$ cat src/rtl/vec_cvt_pkg.sv
// Package: shared word type and a leading-zero count for 16-bit magnitudes.
// Assumes: callers pass values of exactly 16 bits.
package vec_cvt_pkg;

    localparam int WORD_W = 16;

    typedef logic [WORD_W-1:0] word_t;

    // Count of zero bits above the highest set bit; 16 for an all-zero word.
    function automatic logic [4:0] lead_zeros(input word_t v);
        lead_zeros = 5'd16;
        for (int b = 0; b < WORD_W; b++) begin
            if (v[b]) lead_zeros = 5'(WORD_W - 1 - b);
        end
    endfunction

endpackage

$ cat src/rtl/i2bf_lane.sv
// Lane converting a signed 16-bit integer to bfloat16 scaled by 2^-SCALE_EXP.
// Two register stages: input capture, then the rounded result.
// Assumes: SCALE_EXP keeps every exponent in 1..254 (checked in the top).
module i2bf_lane
    import vec_cvt_pkg::*;
#(
    parameter int SCALE_EXP = 12
) (
    input  logic  clk,
    input  logic  rst_n,
    input  word_t d_i,
    output word_t q_o
);

    word_t               x_q;
    word_t               y_q;
    word_t               mag;
    word_t               norm;
    logic [4:0]          lz;
    logic                rnd_up;
    logic [8:0]          sig9;
    logic signed [9:0]   exp_w;
    word_t               y_d;

    // Capture the lane input word.
    always_ff @(posedge clk) begin
        if (!rst_n) x_q <= '0;
        else        x_q <= d_i;
    end

    // Normalise, round to nearest even, and build the float fields.
    always_comb begin
        mag    = x_q[15] ? (~x_q + 16'd1) : x_q;
        lz     = lead_zeros(mag);
        norm   = mag << lz[3:0];
        rnd_up = norm[7] & ((|norm[6:0]) | norm[8]);
        sig9   = {1'b0, norm[15:8]} + {8'd0, rnd_up};
        exp_w  = 10'sd142 - $signed({5'd0, lz}) - 10'(SCALE_EXP)
                 + $signed({9'd0, sig9[8]});
        if (mag == '0) y_d = '0;
        else           y_d = {x_q[15], exp_w[7:0], (sig9[8] ? 7'd0 : sig9[6:0])};
    end

    // Register the converted word.
    always_ff @(posedge clk) begin
        if (!rst_n) y_q <= '0;
        else        y_q <= y_d;
    end

    assign q_o = y_q;

    AST_ZERO_IN_ZERO_OUT: assert property (@(posedge clk) disable iff (!rst_n)
        (x_q == '0) |=> (y_q == '0));
    AST_SIGN_KEPT: assert property (@(posedge clk) disable iff (!rst_n)
        (x_q != '0) |=> (y_q[15] == $past(x_q[15])));
    AST_EXP_IN_RANGE: assert property (@(posedge clk) disable iff (!rst_n)
        (x_q != '0) |-> (exp_w > 10'sd0 && exp_w < 10'sd255));
    AST_HIDDEN_BIT: assert property (@(posedge clk) disable iff (!rst_n)
        (x_q != '0) |-> (sig9[8] | sig9[7]));

endmodule

$ cat src/rtl/bf2i_lane.sv
// Lane converting bfloat16 to a signed 16-bit integer: floor(v * 2^SCALE_EXP),
// saturated. NaN gives 0, zero and subnormals give 0.
// Two register stages: input capture, then the result.
module bf2i_lane
    import vec_cvt_pkg::*;
#(
    parameter int SCALE_EXP = 12
) (
    input  logic  clk,
    input  logic  rst_n,
    input  word_t d_i,
    output word_t q_o
);

    localparam word_t POS_MAX = 16'h7FFF;
    localparam word_t NEG_MAX = 16'h8000;

    word_t             a_q;
    word_t             y_q;
    logic              sgn;
    logic [7:0]        bexp;
    logic [6:0]        frac;
    logic signed [9:0] k;
    logic [22:0]       wide;
    word_t             ip;
    logic              frac_nz;
    word_t             y_d;

    // Capture the lane input word.
    always_ff @(posedge clk) begin
        if (!rst_n) a_q <= '0;
        else        a_q <= d_i;
    end

    // Decode fields, align the significand, and apply floor and saturation.
    always_comb begin
        sgn     = a_q[15];
        bexp    = a_q[14:7];
        frac    = a_q[6:0];
        k       = $signed({2'b00, bexp}) - 10'sd127 + 10'(SCALE_EXP);
        wide    = {15'd0, 1'b1, frac} << k[3:0];
        ip      = wide[22:7];
        frac_nz = |wide[6:0];
        if (bexp == 8'hFF)        y_d = (frac != '0) ? '0 : (sgn ? NEG_MAX : POS_MAX);
        else if (bexp == 8'h00)   y_d = '0;
        else if (k < 10'sd0)      y_d = sgn ? 16'hFFFF : '0;
        else if (k > 10'sd14)     y_d = sgn ? NEG_MAX : POS_MAX;
        else if (sgn)             y_d = ~(ip + {15'd0, frac_nz}) + 16'd1;
        else                      y_d = ip;
    end

    // Register the converted word.
    always_ff @(posedge clk) begin
        if (!rst_n) y_q <= '0;
        else        y_q <= y_d;
    end

    assign q_o = y_q;

    AST_NAN_TO_ZERO: assert property (@(posedge clk) disable iff (!rst_n)
        (a_q[14:7] == 8'hFF && a_q[6:0] != '0) |=> (y_q == '0));
    AST_INF_SATURATES: assert property (@(posedge clk) disable iff (!rst_n)
        (a_q[14:0] == 15'h7F80) |=> (y_q == ($past(a_q[15]) ? NEG_MAX : POS_MAX)));
    AST_DENORM_TO_ZERO: assert property (@(posedge clk) disable iff (!rst_n)
        (a_q[14:7] == 8'h00) |=> (y_q == '0));
    AST_POS_NOT_NEG: assert property (@(posedge clk) disable iff (!rst_n)
        (a_q[15] == 1'b0) |=> (y_q[15] == 1'b0));

endmodule

$ cat src/rtl/vec_i16bf16_conv.sv
// Top: LANES independent lanes converting in lockstep, direction fixed by
// TO_FLOAT (1: int16 -> bf16, 0: bf16 -> int16). Latency is two cycles.
// Assumes: no backpressure; SCALE_EXP in -111..126.
module vec_i16bf16_conv
    import vec_cvt_pkg::*;
#(
    parameter int LANES     = 4,
    parameter int SCALE_EXP = 12,
    parameter bit TO_FLOAT  = 1'b1
) (
    input  logic                    clk,
    input  logic                    rst_n,
    input  logic                    in_vld,
    input  logic [WORD_W*LANES-1:0] in_data,
    output logic                    out_vld,
    output logic [WORD_W*LANES-1:0] out_data
);

    localparam int LAT = 2;

    logic [LAT-1:0] vld_pipe;
    logic [1:0]     since_rst;

    if (SCALE_EXP < -111 || SCALE_EXP > 126) begin : g_bad_scale
        $error("SCALE_EXP out of supported range");
    end

    for (genvar i = 0; i < LANES; i++) begin : g_lane
        if (TO_FLOAT) begin : g_i2bf
            i2bf_lane #(.SCALE_EXP(SCALE_EXP)) u_lane (
                .clk   (clk),
                .rst_n (rst_n),
                .d_i   (in_data[WORD_W*i +: WORD_W]),
                .q_o   (out_data[WORD_W*i +: WORD_W])
            );
        end else begin : g_bf2i
            bf2i_lane #(.SCALE_EXP(SCALE_EXP)) u_lane (
                .clk   (clk),
                .rst_n (rst_n),
                .d_i   (in_data[WORD_W*i +: WORD_W]),
                .q_o   (out_data[WORD_W*i +: WORD_W])
            );
        end
    end

    // Delay the valid flag alongside the lane registers.
    always_ff @(posedge clk) begin
        if (!rst_n) vld_pipe <= '0;
        else        vld_pipe <= {vld_pipe[LAT-2:0], in_vld};
    end

    assign out_vld = vld_pipe[LAT-1];

    // Count cycles since reset so the latency check only looks at valid history.
    always_ff @(posedge clk) begin
        if (!rst_n)              since_rst <= '0;
        else if (since_rst != 2) since_rst <= since_rst + 2'd1;
    end

    AST_VALID_LATENCY: assert property (@(posedge clk) disable iff (!rst_n)
        (since_rst == 2'd2) |-> (out_vld == $past(in_vld, 2)));
    AST_RESET_CLEARS: assert property (@(posedge clk)
        (!rst_n) |=> (!out_vld));

endmodule

$ cat config.mk
export PLATFORM = sky130hd
export DESIGN_NAME = vec_i16bf16_conv
export DESIGN_NICKNAME = d
export VERILOG_FILES = /design/src/rtl/vec_cvt_pkg.sv /design/src/rtl/i2bf_lane.sv /design/src/rtl/bf2i_lane.sv /design/src/rtl/vec_i16bf16_conv.sv
export SDC_FILE = /design/constraint.sdc
export NUM_CORES = 1
export LEC_CHECK = 0
export ABC_AREA = 1
export BUFFER_PORTS_ARGS = -buffer_cell sky130_fd_sc_hd__buf_4
export CORE_ASPECT_RATIO = 0.7
export CORE_MARGIN = 2
export CORE_UTILIZATION = 55
export CTS_BUF_LIST = sky130_fd_sc_hd__clkbuf_2 sky130_fd_sc_hd__clkbuf_4 sky130_fd_sc_hd__clkbuf_8
export CTS_CLUSTER_DIAMETER = 40
export DETAILED_ROUTE_END_ITERATION = 8
export GPL_TIMING_DRIVEN = 0
export MAX_ROUTING_LAYER = met4
export PLACE_DENSITY = 0.88
export SYNTH_ARGS = -nofsm -noshare
export SYNTH_HDL_FRONTEND = slang
export SYNTH_SLANG_ARGS = --single-unit
export TNS_END_PERCENT = 100
$ cat constraint.sdc
create_clock -name clk -period 7 [get_ports clk]
set_input_delay 0.35 -clock clk [delete_from_list [all_inputs] [get_ports clk]]
set_output_delay 0.35 -clock clk [all_outputs]
set_load 0.005 [all_outputs]
==> impl_results.html, run 1 <==
<table>
<tr><th>Metric</th><th>Value</th></tr>
<tr><th colspan="2">Power</th></tr>
<tr><td>Static power due to leakage</td><td>6.41 nW</td></tr>
<tr><td>Switching pwr</td><td>1.23 mW</td></tr>
<tr><td>Ratio of total power to cell area</td><td>259 nW/um^2</td></tr>
<tr><td>Combinational Power Share</td><td>0.455</td></tr>
<tr><td>Internal power of the cells</td><td>1.76 mW</td></tr>
<tr><td>Switching share of power</td><td>0.412</td></tr>
<tr><td>Worst IR Drop VDD</td><td>0.000137 V</td></tr>
<tr><td>Clock Power Share</td><td>0.248</td></tr>
<tr><td>Sequential power share</td><td>0.297</td></tr>
<tr><th colspan="2">Setup path</th></tr>
<tr><td>Arrival @ worst endpoint</td><td>5060 ps</td></tr>
<tr><td>Cell type with the highest occurrence count on the critical path</td><td>sky130_fd_sc_hd__nand2_1</td></tr>
<tr><td>Maximum fanout along the worst path</td><td>10</td></tr>
<tr><td>Critical path class</td><td>register to register</td></tr>
<tr><td>Critical Path Sink Type</td><td>register</td></tr>
<tr><td>Highest cell delay on the worst timing path</td><td>390 ps</td></tr>
<tr><td>Buf+Inv Stages, Crit Path</td><td>6</td></tr>
<tr><td>Required @ worst endpoint</td><td>7360 ps</td></tr>
<tr><td>Family of cells with the greatest summed delay on the critical path</td><td>simple AND/OR/NAND/NOR gates</td></tr>
<tr><td>CP max stage cell</td><td>sky130_fd_sc_hd__dfxtp_1</td></tr>
<tr><td>Startpoint type of the worst setup path</td><td>register</td></tr>
<tr><th colspan="2">Clocking</th></tr>
<tr><td>Total setup buffers inserted after CTS</td><td>0</td></tr>
<tr><td>Number of buffers added to fix hold violations after cts</td><td>0</td></tr>
<tr><td>TritonCTS clock tree</td><td>done</td></tr>
<tr><td>Clock latency on the worst-skew pair</td><td>460 ps</td></tr>
<tr><td>Post-CTS sizing</td><td>0</td></tr>
<tr><td>Level count of the clock H-tree</td><td>4</td></tr>
<tr><td>Buffers from clock root to sink, at most</td><td>2</td></tr>
<tr><td>Clk sinks</td><td>130</td></tr>
<tr><td>Root buffer cell</td><td>sky130_fd_sc_hd__clkbuf_8</td></tr>
<tr><td>Clock buffer count from CTS</td><td>17</td></tr>
<tr><td>Clock slew at reported path FFs</td><td>90 ps</td></tr>
<tr><th colspan="2">Synthesis</th></tr>
<tr><td>Gate count after technology mapping</td><td>1619</td></tr>
<tr><td>Post-synth top area share</td><td>0.265</td></tr>
<tr><td>Post-synthesis compound-gate area fraction</td><td>0.0594</td></tr>
<tr><td>Count of unique library cells instantiated by Yosys</td><td>50</td></tr>
<tr><td>Number of nets produced by synthesis</td><td>1707</td></tr>
<tr><td>Main combinational cell family by area after synthesis</td><td>simple AND/OR/NAND/NOR gates</td></tr>
<tr><td>Adder-cell area share of the yosys netlist</td><td>0.0268</td></tr>
<tr><td>Register bit count reported by yosys</td><td>130</td></tr>
<tr><td>Dominant cell type by area after synthesis</td><td>sky130_fd_sc_hd__dfxtp_1</td></tr>
<tr><td>Mean Syn Cell Area</td><td>6.06 um^2</td></tr>
<tr><td>Main area contributors after synthesis</td><td>sky130_fd_sc_hd__dfxtp_1 (27%), sky130_fd_sc_hd__nand2_1 (19%), sky130_fd_sc_hd__nand3_1 (16%)</td></tr>
<tr><td>Cell with the most instances after synthesis</td><td>sky130_fd_sc_hd__nand2_1</td></tr>
<tr><td>Synth Warn #</td><td>0</td></tr>
<tr><td>Part of the Yosys area used for sequential elements</td><td>0.265</td></tr>
<tr><td>Simple-gate share of the synthesized area</td><td>0.482</td></tr>
<tr><td>Synthesized area</td><td>9810 um^2</td></tr>
<tr><td>Primary flip-flop cell chosen by synthesis mapping</td><td>sky130_fd_sc_hd__dfxtp_1</td></tr>
<tr><td>Synth Area in XOR/XNOR</td><td>0.0371</td></tr>
<tr><td>EDFF count, synth</td><td>0</td></tr>
<tr><td>Post-synthesis async set-or-reset flop share</td><td>0</td></tr>
<tr><td>Multiplexer area fraction after synthesis</td><td>0</td></tr>
<tr><td>Synth top cells by count</td><td>sky130_fd_sc_hd__nand2_1 (487), sky130_fd_sc_hd__nand3_1 (307), sky130_fd_sc_hd__inv_1 (223)</td></tr>
<tr><th colspan="2">Global route</th></tr>
<tr><td>Number of global-route vias before repair</td><td>9631</td></tr>
<tr><td>Initial antenna violation count</td><td>0</td></tr>
<tr><td>Gr ovfl total</td><td>0</td></tr>
<tr><td>Wire length of the first global-routing pass</td><td>43900 um</td></tr>
<tr><td>Largest net degree at the start of global routing</td><td>17</td></tr>
<tr><td>Total routing resource utilization after global routing</td><td>0.294</td></tr>
<tr><th colspan="2">Route</th></tr>
<tr><td>First-pass iteration count of the detailed router</td><td>7</td></tr>
<tr><td>Via count</td><td>10700</td></tr>
<tr><td>Number of design rule violations left after detail routing</td><td>0</td></tr>
<tr><td>DRT Wirelength</td><td>26500 um</td></tr>
<tr><td>Number of design-rule violations left by the first detailed-router iteration</td><td>1173</td></tr>
<tr><td>Wire length per cell</td><td>13.2 um</td></tr>
<tr><td>Count of nets left with antenna violations after detail routing</td><td>0</td></tr>
<tr><td>Number of vias per cell after detailed routing</td><td>5.31</td></tr>
<tr><th colspan="2">Floorplanning</th></tr>
<tr><td>Initial core utilization</td><td>0.567</td></tr>
<tr><td>Core area</td><td>17300 um^2</td></tr>
<tr><td>Horizontal die dimension</td><td>164 um</td></tr>
<tr><td>Number of core rows</td><td>40</td></tr>
<tr><td>Die Area</td><td>18900 um^2</td></tr>
<tr><td>Vertical extent of the die</td><td>116 um</td></tr>
<tr><td># IOs</td><td>132</td></tr>
<tr><th colspan="2">Finish</th></tr>
<tr><td>Number of nets in the layout</td><td>1856</td></tr>
<tr><td>Layout cell share with drive strength beyond 1</td><td>0.186</td></tr>
<tr><td>Antenna fix cells</td><td>0</td></tr>
<tr><td>Synth-to-layout area growth</td><td>17.5%</td></tr>
<tr><td>Non-filler instance count after layout</td><td>2012</td></tr>
<tr><th colspan="2">Min path</th></tr>
<tr><td>Min-delay worst type</td><td>primary input to register</td></tr>
<tr><th colspan="2">Placed design</th></tr>
<tr><td>Routability Congestion</td><td>0.967</td></tr>
<tr><td>Detailed placer's ending HPWL</td><td>21200 um</td></tr>
<tr><td>Number of cells in the design after placement</td><td>1980</td></tr>
<tr><td>Count of input and output buffers</td><td>130</td></tr>
<tr><th colspan="2">Timing</th></tr>
<tr><td>Final setup viols</td><td>0</td></tr>
<tr><td>Worst clock skew</td><td>10.9 ps</td></tr>
<tr><td>Unrepaired setup endpoints after global routing</td><td>no</td></tr>
<tr><td>Number of pins with negative max-slew slack in the final report</td><td>0</td></tr>
<tr><td>Min Clock Period, post-route</td><td>4700 ps</td></tr>
<tr><td>Maximum clock rate</td><td>213 MHz</td></tr>
<tr><td>Final cycle utilization of the critical path</td><td>0.671</td></tr>
<tr><td>Slew of the pin with the lowest slew margin</td><td>634 ps</td></tr>
<tr><td>Worst rel slew slack</td><td>0.577</td></tr>
<tr><td>Sum Neg Setup Slack</td><td>0 ps</td></tr>
<tr><td>Final hold violation count</td><td>0</td></tr>
<tr><th colspan="2">Run status</th></tr>
<tr><td>Result of the run</td><td>completed</td></tr>
<tr><th colspan="2">Job</th></tr>
<tr><td>Number of violations of the max-capacitance limit</td><td>0</td></tr>
</table>
worst min-delay path, delay by kind of cell:
family                 cells  cell delay [ps]
buffers and inverters      2              110
AND/OR/NAND/NOR            1               40
cell families after synthesis:
| group | Yosys count |
|---|---|
| AND/OR/NAND/NOR | 1030 |
| buffers and inverters | 304 |
| flip-flops | 130 |
| AO/OA/AOI/OAI | 98 |
| XOR/XNOR | 36 |
| adder cells (fa/ha/maj) | 21 |
cell type report:
class,count,area (um^2)
multi-input combinational,1185,5940
tap,231,289
inverter,258,970
sequential,130,2600
clock buffer,17,234
buffer,46,299
fill,1558,5790
timing repair buffer,130,976
clock inverter,15,216
per-stage QoR:
stage	hold slack [ps]	instance area [um^2]	utilization	setup WS, ps	total power, mW
2_1_floorplan	390	9810	-	3150	1.84
3_3_place_gp	403	11100	0.640	2540	2.20
3_5_place_dp	405	11100	0.640	2390	2.23
4_1_cts	39.3	11500	0.666	2350	2.97
5_1_grt	42.6	11500	0.666	1890	3.20
6_report	60.4	11500	0.666	2300	2.99
flip-flops by register name (all words and copies together) (netlist names):
register and cells:
g_lane.g_i2bf.u_lane.q_o 64, g_lane.g_i2bf.u_lane.x_q 64, vld_pipe 2
cells in the final DEF (no fill, tap or decap), drive strengths merged, types with 7 or more instances in the layout:
master  instances
o21ai          50
inv           262
or2             7
nand2         521
a21oi          30
nor3            9
nand3         314
nand4          20
dfxtp         130
buf           164
xor2           32
nor2          146
ha             21
clkbuf         29
metal layers:
layer,track usage,vias to the layer above,part of all wire,routed length [um]
li1,-,5399,-,-
met1,0.395,4759,0.47,12400
met2,0.438,463,0.42,11100
met3,0.0669,56,0.090,2390
met4,0.0959,0,0.026,677
met5,-,-,0,0
final timing paths:
check / start / endpoint / slack (ps) / cells past startpoint
setup / recovery: g_lane[1].g_i2bf.u_lane.x_q[0] / g_lane[1].g_i2bf.u_lane.q_o[12] / 2300 / 31
hold / removal: in_data[33] / g_lane[2].g_i2bf.u_lane.x_q[1] / 60 / 3
hold reg to reg: vld_pipe[0] / vld_pipe[1] / 420 / 2
setup reg to reg: g_lane[1].g_i2bf.u_lane.x_q[0] / g_lane[1].g_i2bf.u_lane.q_o[12] / 2300 / 31
power by group through the flow:
stage	combinational (mW)	sequential (mW)	clock, mW
3_5_place_dp	1.32	0.904	0
2_1_floorplan	0.933	0.905	0
3_3_place_gp	1.30	0.901	0
5_1_grt	1.52	0.895	0.788
6_report	1.36	0.887	0.741
4_1_cts	1.33	0.887	0.756
(Power assumes the default switching activity.)
==> inputs of run 2 (changes only) <==
--- a/config.mk
+++ b/config.mk
@@ -15,7 +15,7 @@
 export DETAILED_ROUTE_END_ITERATION = 8
 export GPL_TIMING_DRIVEN = 0
 export MAX_ROUTING_LAYER = met4
-export PLACE_DENSITY = 0.88
+export PLACE_DENSITY = 0.91
 export SYNTH_ARGS = -nofsm -noshare
 export SYNTH_HDL_FRONTEND = slang
 export SYNTH_SLANG_ARGS = --single-unit
==> constraint.sdc (replaced) <==
create_clock -name clk -period 4.2 [get_ports clk]
set_input_delay 0.21 -clock clk [delete_from_list [all_inputs] [get_ports clk]]
set_output_delay 0.21 -clock clk [all_outputs]
set_load 0.005 [all_outputs]
==> run 2 against run 1 <==
Compared with the run above:
- the run now ends with design-rule violations, negative setup slack left
- global-route usage grew 3.3 points
- combinational power grew 120%
- cell count rose by 7.4%
- count of clock-buffer cells in the layout is the same
- worst setup slack got worse by 2300 ps
- critical endpoint is now g_lane[2].g_i2bf.u_lane.q_o[9]
- largest cell class unchanged
- largest power group unchanged
==> impl_results.html, run 2 (synthesized netlist as in run 1, its figures left out) <==
<table>
<tr><th>Metric</th><th>Value</th></tr>
<tr><th colspan="2">Clocking</th></tr>
<tr><td>Buffers from clock root to sink, at most</td><td>2 (unchanged)</td></tr>
<tr><td>TritonCTS clock tree</td><td>done</td></tr>
<tr><td>Root buffer cell</td><td>sky130_fd_sc_hd__clkbuf_8</td></tr>
<tr><td>Clk sinks</td><td>130 (unchanged)</td></tr>
<tr><td>Clock slew at reported path FFs</td><td>80 ps (about the same)</td></tr>
<tr><td>Clock buffer count from CTS</td><td>17 (unchanged)</td></tr>
<tr><td>Level count of the clock H-tree</td><td>4 (unchanged)</td></tr>
<tr><td>Clock latency on the worst-skew pair</td><td>480 ps (+20 ps)</td></tr>
<tr><th colspan="2">Route</th></tr>
<tr><td>Number of design-rule violations left by the first detailed-router iteration</td><td>1806 (+54%)</td></tr>
<tr><td>Number of design rule violations left after detail routing</td><td>38 (+38)</td></tr>
<tr><td>Number of vias per cell after detailed routing</td><td>5.79 (+9.2%)</td></tr>
<tr><td>Wire length per cell</td><td>16.5 um (+25%)</td></tr>
<tr><td>Via count</td><td>12500 (+17%)</td></tr>
<tr><td>DRT Wirelength</td><td>35700 um (+34%)</td></tr>
<tr><td>First-pass iteration count of the detailed router</td><td>9 (+2)</td></tr>
<tr><td>Count of nets left with antenna violations after detail routing</td><td>0 (unchanged)</td></tr>
<tr><th colspan="2">Finish</th></tr>
<tr><td>Commonest non-fill, non-tap cells in the layout</td><td>sky130_fd_sc_hd__nand2_1 (463), sky130_fd_sc_hd__nand3_1 (251), sky130_fd_sc_hd__buf_4 (218), sky130_fd_sc_hd__inv_1 (211), sky130_fd_sc_hd__dfxtp_1 (126)</td></tr>
<tr><td>Most frequent standard cell in the layout excluding fill and tap cells</td><td>sky130_fd_sc_hd__nand2_1</td></tr>
<tr><td>Final design instance area without fill</td><td>13900 um^2 (+21%)</td></tr>
<tr><td>Number of nets in the layout</td><td>2002 (+7.9%)</td></tr>
<tr><td>Synth-to-layout area growth</td><td>41.9%</td></tr>
<tr><td>Layout cell share with drive strength beyond 1</td><td>0.294 (+0.107)</td></tr>
<tr><td>Fill cells</td><td>1092 (-30%)</td></tr>
<tr><th colspan="2">Setup path</th></tr>
<tr><td>Startpoint type of the worst setup path</td><td>register</td></tr>
<tr><td>Worst reg2reg startpoint</td><td>g_lane[2].g_i2bf.u_lane.x_q[0]</td></tr>
<tr><td>Required @ worst endpoint</td><td>4600 ps (-2760 ps)</td></tr>
<tr><td>Critical path class</td><td>register to register</td></tr>
<tr><td>Arrival @ worst endpoint</td><td>4610 ps (-450 ps)</td></tr>
<tr><td>Maximum fanout along the worst path</td><td>10 (unchanged)</td></tr>
<tr><td>Critical Path Sink Type</td><td>register</td></tr>
<tr><td>Launching element of the worst setup path</td><td>g_lane[2].g_i2bf.u_lane.x_q[0]</td></tr>
<tr><th colspan="2">Power</th></tr>
<tr><td>Switching pwr</td><td>2.43 mW (+98%)</td></tr>
<tr><td>Worst IR Drop VDD</td><td>0.000271 V (+97%)</td></tr>
<tr><td>Combinational Power Share</td><td>0.523 (+0.068)</td></tr>
<tr><td>Ratio of total power to cell area</td><td>408 nW/um^2 (+57%)</td></tr>
<tr><td>Switching share of power</td><td>0.428 (+0.0158)</td></tr>
<tr><td>Final Power</td><td>5.68 mW (+90%)</td></tr>
<tr><td>Internal power of the cells</td><td>3.25 mW (+85%)</td></tr>
<tr><td>Sequential power share</td><td>0.261 (-0.036)</td></tr>
<tr><td>Clock Power Share</td><td>0.216 (-0.032)</td></tr>
<tr><td>Static power due to leakage</td><td>7.30 nW (+14%)</td></tr>
<tr><th colspan="2">Min path</th></tr>
<tr><td>Origin of the worst min-delay path</td><td>rst_n</td></tr>
<tr><td>Min-delay worst type</td><td>primary input to register</td></tr>
<tr><th colspan="2">Global route</th></tr>
<tr><td>Number of global-route vias before repair</td><td>10700 (+11%)</td></tr>
<tr><td>Total routing resource utilization after global routing</td><td>0.327 (+0.0329)</td></tr>
<tr><td>Wire length of the first global-routing pass</td><td>48700 um (+11%)</td></tr>
<tr><td>Gr ovfl total</td><td>0 (unchanged)</td></tr>
<tr><td>Initial antenna violation count</td><td>2 (+2)</td></tr>
<tr><td>Largest net degree at the start of global routing</td><td>17 (unchanged)</td></tr>
<tr><th colspan="2">Timing</th></tr>
<tr><td>Worst rel slew slack</td><td>0.597 (+0.0192)</td></tr>
<tr><td>Min Clock Period, post-route</td><td>4210 ps (-489 ps)</td></tr>
<tr><td>Worst clock skew</td><td>15.6 ps (+4.68 ps)</td></tr>
<tr><td>Final hold violation count</td><td>0 (unchanged)</td></tr>
<tr><td>Unrepaired setup endpoints after global routing</td><td>yes</td></tr>
<tr><td>Smallest setup slack after layout</td><td>-8.50 ps (-2310 ps)</td></tr>
<tr><td>Final cycle utilization of the critical path</td><td>1.00 (+0.331)</td></tr>
<tr><td>Slew of the pin with the lowest slew margin</td><td>605 ps (-28.8 ps)</td></tr>
<tr><td>Final setup viols</td><td>1 (+1)</td></tr>
<tr><td>Maximum clock rate</td><td>238 MHz (+12%)</td></tr>
<tr><td>Number of pins with negative max-slew slack in the final report</td><td>0 (unchanged)</td></tr>
<tr><th colspan="2">Floorplanning</th></tr>
<tr><td>Initial core utilization</td><td>0.567 (unchanged)</td></tr>
<tr><td>Horizontal die dimension</td><td>164 um (unchanged)</td></tr>
<tr><td># IOs</td><td>132 (unchanged)</td></tr>
<tr><td>Die Area</td><td>18900 um^2 (unchanged)</td></tr>
<tr><td>Vertical extent of the die</td><td>116 um (unchanged)</td></tr>
<tr><td>Number of core rows</td><td>40 (unchanged)</td></tr>
<tr><td>Core area</td><td>17300 um^2 (unchanged)</td></tr>
<tr><th colspan="2">Placed design</th></tr>
<tr><td>Count of input and output buffers</td><td>130 (unchanged)</td></tr>
<tr><td>Placed instance area</td><td>11100 um^2 (unchanged)</td></tr>
<tr><td>Detailed placer's ending HPWL</td><td>21300 um (+0.32%)</td></tr>
<tr><td>Routability Congestion</td><td>0.970 (+0.36%)</td></tr>
<tr><th colspan="2">Run status</th></tr>
<tr><td>Failing checks</td><td>design-rule violations, negative setup slack</td></tr>
<tr><td>Result of the run</td><td>finished, violations left</td></tr>
<tr><th colspan="2">Job</th></tr>
<tr><td>Number of violations of the max-capacitance limit</td><td>0 (unchanged)</td></tr>
</table>
run 2: changes by cell type in the layout (fill, tap and decap cells not counted), sizes merged:
| cell | previous run | this run |
|---|---|---|
| buf | 164 | 241 |
| dlygate4sd3 | 0 | 65 |
| clkbuf | 29 | 33 |
| inv | 262 | 258 |
| clkinvlp | 1 | 4 |
| clkinv | 6 | 7 |
| diode | 0 | 2 |
run 2: worst paths after layout:
kind | slack [ps] | to | depth (start not counted)
worst max-delay path | -9 | g_lane[2].g_i2bf.u_lane.q_o[9] | 24
worst min-delay path | 360 | g_lane[3].g_i2bf.u_lane.q_o[9] | 3
worst max register to register | -9 | g_lane[2].g_i2bf.u_lane.q_o[9] | 24
worst min register to register | 420 | vld_pipe[1] | 2
run 2: worst max-delay path, stage by stage (launching register included):
cell	delay, ps
sky130_fd_sc_hd__dfxtp_4	370
sky130_fd_sc_hd__inv_4	90
sky130_fd_sc_hd__ha_4	170
sky130_fd_sc_hd__nand4_4	130
sky130_fd_sc_hd__o21ai_4	190
sky130_fd_sc_hd__buf_4	140
sky130_fd_sc_hd__o21ai_0	90
sky130_fd_sc_hd__xnor2_1	310
sky130_fd_sc_hd__buf_4	200
sky130_fd_sc_hd__nand3_2	100
sky130_fd_sc_hd__nand2_2	160
sky130_fd_sc_hd__buf_8	130
sky130_fd_sc_hd__buf_8	130
sky130_fd_sc_hd__nand3_2	110
sky130_fd_sc_hd__o21ai_2	200
sky130_fd_sc_hd__nand3_2	110
sky130_fd_sc_hd__nor2_2	140
sky130_fd_sc_hd__ha_2	200
sky130_fd_sc_hd__nand4_1	130
sky130_fd_sc_hd__nor2_2	160
sky130_fd_sc_hd__nand2_2	100
sky130_fd_sc_hd__ha_4	180
sky130_fd_sc_hd__ha_4	170
sky130_fd_sc_hd__or2_2	300
sky130_fd_sc_hd__a21oi_2	130
run 2: timing repair:
action                                  in CTS  in global routing
pin swaps                                   20                 58
hold buffers                                65                  0
setup buffers                               24                 55
gates cloned                                 0                  2
endpoints found under the setup margin      17                 30
endpoints found under the hold margin       65                  0
gates resized for setup                     44                209
run 2: routing by layer:
layer | vias to the layer above | global-route usage | wire length [um]
li1 | 5703 | - | -
met1 | 5695 | 0.416 | 13700
met2 | 885 | 0.523 | 16300
met3 | 234 | 0.0648 | 3760
met4 | 0 | 0.107 | 1860
met5 | - | - | 0
run 2: stage by stage:
stage | TNS, ps | hold WS [ps] | setup slack [ps] | utilization | std cells
6_report | -8.50 | 358 | -8.50 | 0.804 | 2160
3_3_place_gp | -1750 | 391 | -238 | 0.640 | 1980
3_5_place_dp | -3350 | 395 | -380 | 0.640 | 1980
2_1_floorplan | 0 | 308 | 351 | - | 1619
5_1_grt | -1590 | 387 | -255 | 0.804 | 2160
4_1_cts | 0 | 350 | 8.60 | 0.725 | 2101
run 2: final cells by class:
cell class                 count  area [um^2]  area share
tap                          231          289      0.0208
inverter                     258          992      0.0712
buffer                        46          393      0.0282
clock buffer                  17          234      0.0168
antenna                        2         5.00    0.000359
timing repair buffer         276         2280       0.164
multi-input combinational   1185         6920       0.497
clock inverter                15          205      0.0147
sequential                   130         2620       0.188
run 2: power groups by stage:
stage | Sequential (mW) | Combinational, mW | Clock (mW)
after global routing | 1.50 | 3.19 | 1.28
final | 1.48 | 2.97 | 1.23
after CTS | 1.48 | 2.36 | 1.22
after floorplan | 1.51 | 1.56 | 0
after global placement | 1.50 | 2.16 | 0
after detailed placement | 1.50 | 2.20 | 0
==> inputs of run 3 (changes only) <==
--- a/config.mk
+++ b/config.mk
@@ -9,13 +9,14 @@
 export BUFFER_PORTS_ARGS = -buffer_cell sky130_fd_sc_hd__buf_4
 export CORE_ASPECT_RATIO = 0.7
 export CORE_MARGIN = 2
-export CORE_UTILIZATION = 55
+export CORE_UTILIZATION = 40
 export CTS_BUF_LIST = sky130_fd_sc_hd__clkbuf_2 sky130_fd_sc_hd__clkbuf_4 sky130_fd_sc_hd__clkbuf_8
 export CTS_CLUSTER_DIAMETER = 40
+export CTS_CLUSTER_SIZE = 8
 export DETAILED_ROUTE_END_ITERATION = 8
 export GPL_TIMING_DRIVEN = 0
 export MAX_ROUTING_LAYER = met4
-export PLACE_DENSITY = 0.91
+export PLACE_DENSITY = 0.72
 export SYNTH_ARGS = -nofsm -noshare
 export SYNTH_HDL_FRONTEND = slang
 export SYNTH_SLANG_ARGS = --single-unit
==> run 3 against run 2 <==
Compared with the run above:
- the run now ends clean
- sequential power is essentially flat
- core utilization shrank 24 points
- wire length shrank 15%
- largest power group unchanged
- highest routed layer unchanged
==> impl_results.html, run 3 (synthesized netlist as in run 1, its figures left out) <==
<table>
<tr><th>Metric</th><th>Value</th></tr>
<tr><th colspan="2">Run status</th></tr>
<tr><td>Result of the run</td><td>completed</td></tr>
<tr><th colspan="2">Power</th></tr>
<tr><td>Worst IR Drop VDD</td><td>0.000206 V (-24%)</td></tr>
<tr><td>Clock Power Share</td><td>0.203 (-0.013)</td></tr>
<tr><td>Combinational Power Share</td><td>0.515 (-0.008)</td></tr>
<tr><td>Final Power</td><td>5.24 mW (-7.8%)</td></tr>
<tr><td>Sequential power share</td><td>0.282 (+0.021)</td></tr>
<tr><td>Static power due to leakage</td><td>7.10 nW (-2.7%)</td></tr>
<tr><td>Switching pwr</td><td>2.21 mW (-8.9%)</td></tr>
<tr><td>Switching share of power</td><td>0.423 (-0.00503)</td></tr>
<tr><td>Internal power of the cells</td><td>3.02 mW (-7.0%)</td></tr>
<tr><td>Ratio of total power to cell area</td><td>386 nW/um^2 (-5.3%)</td></tr>
<tr><th colspan="2">Setup path</th></tr>
<tr><td>Startpoint type of the worst setup path</td><td>register</td></tr>
<tr><td>Maximum fanout along the worst path</td><td>10 (unchanged)</td></tr>
<tr><td>Worst reg2reg startpoint</td><td>g_lane[2].g_i2bf.u_lane.x_q[0]</td></tr>
<tr><td>Crit Reg-Reg Endpoint</td><td>g_lane[2].g_i2bf.u_lane.q_o[9]</td></tr>
<tr><td>Critical Path Sink Type</td><td>register</td></tr>
<tr><td>Family of cells with the greatest summed delay on the critical path</td><td>simple AND/OR/NAND/NOR gates</td></tr>
<tr><td>CP Depth</td><td>27 (+13%)</td></tr>
<tr><td>R2R cell count</td><td>27 (+13%)</td></tr>
<tr><td>Launching element of the worst setup path</td><td>g_lane[2].g_i2bf.u_lane.x_q[0]</td></tr>
<tr><td>CP max stage cell</td><td>sky130_fd_sc_hd__dfxtp_4</td></tr>
<tr><td>Critical path class</td><td>register to register</td></tr>
<tr><td>Highest cell delay on the worst timing path</td><td>370 ps (about the same)</td></tr>
<tr><td>Required @ worst endpoint</td><td>4590 ps (about the same)</td></tr>
<tr><td>Capturing element of the worst setup path</td><td>g_lane[2].g_i2bf.u_lane.q_o[9]</td></tr>
<tr><td>Buf+Inv Stages, Crit Path</td><td>6 (+1)</td></tr>
<tr><td>Cell type with the highest occurrence count on the critical path</td><td>sky130_fd_sc_hd__nand3_1</td></tr>
<tr><td>Arrival @ worst endpoint</td><td>4410 ps (-200 ps)</td></tr>
<tr><td>Reg2Reg Setup Slack</td><td>180 ps (+190 ps)</td></tr>
<tr><th colspan="2">Clocking</th></tr>
<tr><td>Clk sinks</td><td>130 (unchanged)</td></tr>
<tr><td>Level count of the clock H-tree</td><td>4 (unchanged)</td></tr>
<tr><td>Buffers from clock root to sink, at most</td><td>2 (unchanged)</td></tr>
<tr><td>Clock buffer count from CTS</td><td>17 (unchanged)</td></tr>
<tr><td>Root buffer cell</td><td>sky130_fd_sc_hd__clkbuf_8</td></tr>
<tr><td>TritonCTS clock tree</td><td>done</td></tr>
<tr><td>Clock latency on the worst-skew pair</td><td>470 ps (about the same)</td></tr>
<tr><td>Clock slew at reported path FFs</td><td>80 ps (about the same)</td></tr>
<tr><th colspan="2">Timing</th></tr>
<tr><td>Sum Neg Setup Slack</td><td>0 ps (+8.50 ps)</td></tr>
<tr><td>Final hold violation count</td><td>0 (unchanged)</td></tr>
<tr><td>Maximum clock rate</td><td>249 MHz (+4.7%)</td></tr>
<tr><td>Min Clock Period, post-route</td><td>4020 ps (-187 ps)</td></tr>
<tr><td>Final setup viols</td><td>0 (-1)</td></tr>
<tr><td>Worst clock skew</td><td>14.5 ps (-1.15 ps)</td></tr>
<tr><td>Slew of the pin with the lowest slew margin</td><td>638 ps (+32.9 ps)</td></tr>
<tr><td>Worst rel slew slack</td><td>0.574 (-0.0228)</td></tr>
<tr><td>Number of pins with negative max-slew slack in the final report</td><td>0 (unchanged)</td></tr>
<tr><td>Final cycle utilization of the critical path</td><td>0.957 (-0.0445)</td></tr>
<tr><th colspan="2">Floorplanning</th></tr>
<tr><td>Core area</td><td>23900 um^2 (+38%)</td></tr>
<tr><td>Number of core rows</td><td>47 (+18%)</td></tr>
<tr><td>Vertical extent of the die</td><td>135 um (+17%)</td></tr>
<tr><td>Initial core utilization</td><td>0.411 (-0.156)</td></tr>
<tr><td>Die Area</td><td>25800 um^2 (+36%)</td></tr>
<tr><td># IOs</td><td>132 (unchanged)</td></tr>
<tr><td>Horizontal die dimension</td><td>191 um (+17%)</td></tr>
<tr><th colspan="2">Route</th></tr>
<tr><td>DRT Wirelength</td><td>30400 um (-15%)</td></tr>
<tr><td>Number of vias per cell after detailed routing</td><td>5.06 (-13%)</td></tr>
<tr><td>Via count</td><td>11200 (-10%)</td></tr>
<tr><td>Number of design-rule violations left by the first detailed-router iteration</td><td>977 (-46%)</td></tr>
<tr><td>First-pass iteration count of the detailed router</td><td>5 (-4)</td></tr>
<tr><td>Number of design rule violations left after detail routing</td><td>0 (-100%)</td></tr>
<tr><td>Count of nets left with antenna violations after detail routing</td><td>0 (unchanged)</td></tr>
<tr><td>Wire length per cell</td><td>13.7 um (-17%)</td></tr>
<tr><th colspan="2">Global route</th></tr>
<tr><td>Gr ovfl total</td><td>0 (unchanged)</td></tr>
<tr><td>Number of global-route vias before repair</td><td>10200 (-4.1%)</td></tr>
<tr><td>Total routing resource utilization after global routing</td><td>0.237 (-0.0892)</td></tr>
<tr><td>Initial antenna violation count</td><td>0 (-2)</td></tr>
<tr><td>Largest net degree at the start of global routing</td><td>17 (unchanged)</td></tr>
<tr><td>Wire length of the first global-routing pass</td><td>48400 um (-0.71%)</td></tr>
<tr><th colspan="2">Finish</th></tr>
<tr><td>Non-filler instance count after layout</td><td>2221 (+2.8%)</td></tr>
<tr><td>Most frequent standard cell in the layout excluding fill and tap cells</td><td>sky130_fd_sc_hd__nand2_1</td></tr>
<tr><td>Number of nets in the layout</td><td>1978 (-1.2%)</td></tr>
<tr><td>Layout cell share with drive strength beyond 1</td><td>0.275 (-0.0184)</td></tr>
<tr><td>Synth-to-layout area growth</td><td>38.1%</td></tr>
<tr><td>Antenna fix cells</td><td>0 (-2)</td></tr>
<tr><td>Commonest non-fill, non-tap cells in the layout</td><td>sky130_fd_sc_hd__nand2_1 (466), sky130_fd_sc_hd__nand3_1 (266), sky130_fd_sc_hd__inv_1 (211), sky130_fd_sc_hd__buf_4 (194), sky130_fd_sc_hd__dfxtp_1 (123)</td></tr>
<tr><th colspan="2">Min path</th></tr>
<tr><td>Min-delay worst type</td><td>primary input to register</td></tr>
<tr><td>Worst hold path depth</td><td>3 (unchanged)</td></tr>
<tr><th colspan="2">Placed design</th></tr>
<tr><td>Number of cells in the design after placement</td><td>2067 (+4.4%)</td></tr>
<tr><td>Detailed placer's ending HPWL</td><td>22200 um (+4.2%)</td></tr>
<tr><td>Count of input and output buffers</td><td>130 (unchanged)</td></tr>
<tr><td>Routability Congestion</td><td>0.930 (-4.1%)</td></tr>
<tr><th colspan="2">Job</th></tr>
<tr><td>Number of violations of the max-capacitance limit</td><td>0 (unchanged)</td></tr>
</table>
run 3: cell count changes in the layout (fill, tap and decap cells not counted), moves of 4 or more:
cell	delta
sky130_fd_sc_hd__nand3_1	+15
sky130_fd_sc_hd__buf_4	-24
sky130_fd_sc_hd__buf_8	-4
sky130_fd_sc_hd__nor2_2	-5
sky130_fd_sc_hd__nand3_4	-4
sky130_fd_sc_hd__clkinv_4	+4
sky130_fd_sc_hd__nor2_4	+4
sky130_fd_sc_hd__nor3_2	+4
sky130_fd_sc_hd__nand3_2	-11
sky130_fd_sc_hd__nor3_4	-4
run 3: repair_timing:
action                                 CTS  global route
setup endpoints to repair               19            29
hold buffers                            65             0
cloned                                   0             1
endpoints found under the hold margin   65             0
pin swaps                               17            48
setup buffers                           11            45
gates resized for setup                 46           174
run 3: layer usage:
layer | up-vias | share of wire | wire (um) | GRT usage
li1 | 5659 | - | - | -
met1 | 5098 | 0.48 | 14600 | 0.334
met2 | 427 | 0.43 | 13100 | 0.344
met3 | 50 | 0.068 | 2060 | 0.0418
met4 | 0 | 0.023 | 693 | 0.0731
met5 | - | 0 | 0 | -
run 3: worst register-to-register path, cell delays in order (launching register included):
cell,delay (ps)
sky130_fd_sc_hd__dfxtp_4,370
sky130_fd_sc_hd__inv_4,90
sky130_fd_sc_hd__buf_4,130
sky130_fd_sc_hd__nand4_4,130
sky130_fd_sc_hd__inv_2,90
sky130_fd_sc_hd__nand3_1,60
sky130_fd_sc_hd__nand2_1,90
sky130_fd_sc_hd__or2_1,110
sky130_fd_sc_hd__nand2_1,110
sky130_fd_sc_hd__inv_2,110
sky130_fd_sc_hd__nand3_1,90
sky130_fd_sc_hd__nand3_1,80
sky130_fd_sc_hd__nand3_1,90
sky130_fd_sc_hd__nand2_2,160
sky130_fd_sc_hd__buf_8,160
sky130_fd_sc_hd__buf_6,160
sky130_fd_sc_hd__nand3_2,100
sky130_fd_sc_hd__o21ai_2,210
sky130_fd_sc_hd__nand3_4,110
sky130_fd_sc_hd__nor2_4,110
sky130_fd_sc_hd__ha_2,180
sky130_fd_sc_hd__nand4_1,150
sky130_fd_sc_hd__nor2_2,170
sky130_fd_sc_hd__nand2_2,100
sky130_fd_sc_hd__ha_4,180
sky130_fd_sc_hd__ha_4,170
sky130_fd_sc_hd__or2_2,310
sky130_fd_sc_hd__a21oi_2,130
run 3: final cells by class:
class	count	area, um^2
Buffer	46	369
Clock buffer	20	275
Clock inverter	12	109
Fill cell	2317	10300
Inverter	258	996
Multi-Input combinational cell	1186	6740
Sequential cell	130	2620
Tap cell	318	398
Timing Repair Buffer	251	2050
run 3: worst min path at each step:
stage                startpoint  slack, ps                             end
global route              rst_n        370  g_lane[3].g_i2bf.u_lane.q_o[9]
global placement    in_data[32]        390  g_lane[2].g_i2bf.u_lane.x_q[0]
finish                    rst_n        370  g_lane[0].g_i2bf.u_lane.q_o[9]
floorplan            in_data[0]        310  g_lane[0].g_i2bf.u_lane.x_q[0]
detailed placement  in_data[33]        390  g_lane[2].g_i2bf.u_lane.x_q[1]
CTS                       rst_n        350  g_lane[2].g_i2bf.u_lane.q_o[7]
run 3: power groups by stage:
stage                     combinational [mW]  clock [mW]  sequential [mW]
after CTS                               2.35        1.09             1.48
final                                   2.70        1.06             1.48
after global placement                  2.20           0             1.50
after floorplan                         1.56           0             1.51
after global routing                    3.00        1.14             1.49
after detailed placement                2.22           0             1.50
run 3: metrics by stage:
stage	setup WS, ps	instance area [um^2]	hold WS [ps]	utilization
final	179	13600	367	0.568
after global routing	-84.2	13600	375	0.568
after CTS	7.64	12500	349	0.524
after detailed placement	-452	11200	394	0.469
after global placement	-331	11200	392	0.469
after floorplan	351	9810	308	-
